===== src/rtl/awd_slot_status.sv =====
module awd_slot_status #(
  parameter int NUM_SLOTS = 10,
  parameter int SLOT_W    = 4
) (
  input  logic                 clk,
  input  logic                 rst_n,
  input  logic                 chk_valid,
  input  logic [SLOT_W-1:0]    chk_slot,
  input  logic [NUM_SLOTS-1:0] chk_en,
  input  logic                 clr_en,
  input  logic [NUM_SLOTS-1:0] clr_keep,
  output logic [NUM_SLOTS-1:0] stat_q,
  output logic [NUM_SLOTS-1:0] stat_d,
  output logic                 hit_any
);
  logic [NUM_SLOTS-1:0] hit;

  for (genvar i = 0; i < NUM_SLOTS; i++) begin : g_slot
    always_comb begin
      hit[i]    = chk_valid && chk_en[i] && (chk_slot == SLOT_W'(i));
      stat_d[i] = (stat_q[i] && !(clr_en && !clr_keep[i])) || hit[i];
    end
  end

  always_comb begin
    hit_any = |hit;
  end

  always_ff @(posedge clk or negedge rst_n) begin
    if (!rst_n) stat_q <= '0;
    else        stat_q <= stat_d;
  end
endmodule


===== config.mk =====
export PLATFORM = sky130hd
export DESIGN_NAME = awd_slot_status
export DESIGN_NICKNAME = d
export VERILOG_FILES = /design/src/rtl/awd_slot_status.sv
export SDC_FILE = /design/constraint.sdc
export NUM_CORES = 1
export LEC_CHECK = 0
export ABC_AREA = 0
export BUFFER_PORTS_ARGS = -buffer_cell sky130_fd_sc_hd__buf_2
export CORE_UTILIZATION = 37
export CTS_CLUSTER_DIAMETER = 40
export DETAILED_ROUTE_END_ITERATION = 8
export GPL_TIMING_DRIVEN = 0
export PLACE_DENSITY = 0.79
export SYNTH_ARGS = -nofsm -noshare
export SYNTH_HDL_FRONTEND = slang
export SYNTH_SLANG_ARGS = --single-unit

===== constraint.sdc =====
create_clock -name clk -period 3 [get_ports clk]
set_input_delay 0.6 -clock clk [delete_from_list [all_inputs] [get_ports clk]]
set_output_delay 0.6 -clock clk [all_outputs]
set_load 0.02 [all_outputs]

After elaboration in Yosys (flattened, before gate mapping)
Cells that the tools add are included.
W data, S select, Z words.
{"block": "classes", "n_addsub": 0, "multipliers": 0, "div": 0, "n_lt_le_gt_ge": 0, "eq_ne": 9, "shifts": 0, "mux": 0, "bitwise_logic": 0, "n_reduce_logical": 72}
{"op": "$logic_and A1 B1 Y1", "count": 40}
{"op": "$logic_not A1 Y1", "count": 20}
{"op": "$eq A4 B3 Y1 const B", "count": 4}
{"op": "$logic_or A1 B1 Y1", "count": 10}
{"op": "$reduce_or A10 Y1", "count": 1}
{"op": "$eq A4 B2 Y1 const B", "count": 2}
{"op": "$eq A4 B4 Y1 const B", "count": 2}
{"op": "$eq A4 B1 Y1 const B", "count": 1}
{"op": "$logic_not A4 Y1", "count": 1}
{"block": "totals", "register_bits": 10, "latch_bits": 0, "mem_bits_rw": 0, "mem_bits_ro": 0, "in_bits": 28, "out_inout_bits": 21, "n_memories": 0}

Longest topological paths before layout
{"block": "logic_depth", "ltp_word": 5, "ltp_mapped": 4, "depth_no_buf": 3}

Worst setup path after synthesis
OpenSTA, ideal clock, no wires.
{"block": "synth_timing", "path_type": "input port to output port", "startpoint": "input port chk_slot[1]", "endpoint": "output port stat_d[4]", "t_arrival_ps": 1517, "required_ps": 2400, "slack_ps": 883, "cell_stages": 2, "n_path_buf": 0, "cell_sequence": "or4bb_1 > o21ai_1"}
{"block": "synth_between", "elab_chain_cells": 3}
{"item": "start, declared", "line_no": "8", "text": "input logic [SLOT_W-1:0] chk_slot,"}
{"item": "$eq A4 B3 Y1", "line_no": "20", "text": "hit[i] = chk_valid && chk_en[i] && (chk_slot == SLOT_W'(i));"}
{"item": "$logic_and A1 B1 Y1", "line_no": "20"}
{"item": "$logic_or A1 B1 Y1", "line_no": "21", "text": "stat_d[i] = (stat_q[i] && !(clr_en && !clr_keep[i])) || hit[i];"}
{"item": "end, declared", "line_no": "13", "text": "output logic [NUM_SLOTS-1:0] stat_d,"}
Every way passes these cells.

Worst setup path after layout
{"block": "layout_timing", "startpoint": "input port chk_slot[1]", "endpoint": "output port hit_any"}
{"block": "layout_between", "elab_chain_cells": 3}
{"item": "$eq A4 B1 Y1, or another cell as far along", "line_no": "20"}
{"item": "$logic_and A1 B1 Y1", "line_no": "20"}
{"item": "$reduce_or A10 Y1 (*)", "line_no": "26", "text": "hit_any = |hit;"}
{"item": "end, declared", "line_no": "14", "text": "output logic hit_any"}
Every way passes the cells marked *; elsewhere a longest branch is shown, timed or not.

==> results_dict.tcl <==
set metrics [dict create \
    status "finished, final reports clean" \
    synth_top_family_by_area "simple AND/OR/NAND/NOR gates" \
    start_kind "input port" \
    hold_viol 0 \
    worstSetupEndpointType "output port" \
    synth_compound_gate_area_share_pct 22.7 \
    synthMuxAreaShare_pct 0 \
    start_util_pct 39.4 \
    cts_buffers 3 \
    relSlewSlack_pct 69.3 \
    ant_nets 0 \
    rows 13 \
    wl_per_cell_um 12.5 \
    drt_wl_total_mm 1.50 \
    cap_viol_max_count 0 \
    tightest_slew_ns 0.454 \
    clock.fmax_mhz 430 \
    multi_input_area_um2 248 \
    rsz0062_at_grt "no" \
    first_pass_iters 4 \
    syn_nets 81 \
    required_ns 2.40 \
    synth_top_area_share_pct 48.8 \
    synthCells 53 \
    viasPerCell 5.25 \
    yosysTopAreaCell "dfrtp_1" \
    crit_arrival_ns 1.72 \
    worstSetupPathType "input port to output port" \
    root_buffer "clkbuf_4" \
    syn_to_final_growth_pct 57.6 \
    cts_hold_buf 0 \
    die_height_um 39.2 \
    ys_types 20 \
    synth.area.top_cells "dfrtp_1 49%, o21ai_0 16%, nand4b_1 5.1%" \
    die_area_um2 1540 \
    ys_seq_area_share_pct 48.8 \
    place_inst 116 \
    grt_usage_pct 20.8 \
    ys_async_sr_fraction_pct 100 \
    coreArea_um2 1300 \
    grt_antenna_before_repair 0 \
    final_cells 120 \
    synth_edf_count 0 \
    fin_setup_tns_ns 0 \
    n_antenna_cell 0 \
    finalCritPeriodShare_pct 77.5 \
    crit_path_cell_trace "buf_2 > or4bb_1 > a21oi_1 > or4_1 > buf_2" \
    nFillCells 130 \
    clk_pin_slew_worst_paths_ns 0.07 \
    vias 630 \
    nets 134 \
    reg.largest.list "stat_q: 10 flops" \
    grt_max_degree 11 \
    syn_area_um2 513 \
    cts_tree "built" \
    grt_overflow 0 \
    maxSlewViolCount 0 \
    powerDensity_nw_per_um2 418 \
    syn_avg_cell_area_um2 9.68 \
    vdd_drop_max_mv 0.211 \
    io_buffers 48 \
    crit_slowest_cell "or4bb_1" \
    cts_buffer_depth 2 \
    crit_path_frequent_cell "buf_2" \
    die_w_um 39.2 \
    r2r_cells 2 \
    synth.most_common_cell "o21ai_0" \
    finClkSkew_ns 0 \
    grt_pass1_wl_mm 2.11 \
    cts_setup_buffers 0 \
    synth-seq-cells 10 \
    synth_xor_area_share_pct 0 \
    synth_common_cells "16 x o21ai_0, 10 x dfrtp_1, 5 x nand2_1" \
    cts_resized 0 \
    top_register "stat_q" \
    synth_flop_cell "dfrtp_1" \
    yosys.area_share.simple_pct 25.6 \
    critPathMaxFanout 7 \
    drc 0 \
    fin_util_pct 62.1 \
    p_leak_nw 0.464 \
    drive_gt1_share_pct 52.4 \
    synth_warnings 0 \
    synthAdderAreaFrac_pct 0 \
    final-setup-viol-count 0 \
    fin_crit_ns 2.32 \
    hold_path_class "input port to asynchronous set/reset pin" \
    cts.sinks 10 \
    seqCellArea_um2 250 \
    slowest_delay_ns 0.56 \
    gp_congestion 0.714 \
    num_io_pins 49 \
    grt_pass1_vias 524 \
    largest_reg_flops 10 \
    drtIter0Drc 13 \
    worstSkewPairLatency_ns 0.26 \
    cts_max_level 1 \
]
==> metal layers <==
layer	global-route usage, %	part of all wire [%]	vias up
met1	26.0	40	292
met2	34.2	53	28
met3	1.73	5.7	2
met4	12.9	1.4	0
li1	-	-	308
met5	0	0	-
==> layout by cell type, fill, tap and decap left out, drive strengths merged <==
| cell | synthesis | layout |
|---|---|---|
| buf | 1 | 49 |
| o21ai | 18 | 18 |
| dfrtp | 10 | 10 |
| nand2 | 5 | 5 |
| clkbuf | 0 | 4 |
| nand4b | 3 | 3 |
| nand2b | 2 | 2 |
| a21oi | 2 | 2 |
| or2 | 1 | 1 |
| inv | 1 | 1 |
| nand4 | 1 | 1 |
| or4bb | 1 | 1 |
| or2b | 1 | 1 |
| nand4bb | 1 | 1 |
| nor4bb | 1 | 1 |
| nand3b | 1 | 1 |
| nand3 | 1 | 1 |
| a21boi | 1 | 1 |
| a41oi | 1 | 1 |
| or4 | 1 | 1 |
==> worst max-delay path: cells and delay by family <==
| kind | cells | cell delay [ns] |
|---|---|---|
| buffers and inverters | 2 | 0.29 |
| AO/OA/AOI/OAI | 1 | 0.15 |
| AND/OR/NAND/NOR | 2 | 0.68 |
==> kinds of logic (layout without fill, tap and decap cells) <==
kind of cell	count (synthesis)	in the layout
compound gates	22	22
flops	10	10
simple gates	19	19
buf+inv	2	54
==> cell type report <==
| cell class | instances | share of cell area (%) |
|---|---|---|
| flip-flops and latches | 10 | 31.0 |
| multi-input cells | 41 | 30.7 |
| repair buffers | 48 | 29.7 |
| clock buffers | 4 | 4.49 |
| well taps | 15 | 2.32 |
| plain buffers | 1 | 1.39 |
| inverters | 1 | 0.464 |
==> where the power goes <==
part	total [mW]	internal (mW)	switching, mW
Combinational	0.0742	0.0306	0.0436
Clock	0.121	0.0736	0.0471
Sequential	0.143	0.141	0.00253
==> per-stage QoR <==
step           hold WS (ns)  power, mW  worst slack (ns)  cell area, um2
3_5_place_dp          0.471      0.220             0.690             772
4_1_cts               0.180      0.342             0.690             808
6_report              0.184      0.338             0.676             808
3_3_place_gp          0.465      0.218             0.715             772
5_1_grt               0.184      0.355             0.624             808
2_1_floorplan         0.304      0.181             0.883             513
==> path summary, 6_finish.rpt <==
path | from | to | slack, ns
setup / recovery | chk_slot[1] | hit_any | 0.68
hold / removal | rst_n | stat_q[4] | 0.18
setup reg to reg | stat_q[6] | stat_q[6] | 2.29
hold reg to reg | stat_q[1] | stat_q[1] | 0.53
max in group asynchronous | rst_n | stat_q[0] | 2.62
min in group clk | stat_q[1] | stat_q[1] | 0.53
Note: power is estimated with default switching activity, not from simulation.
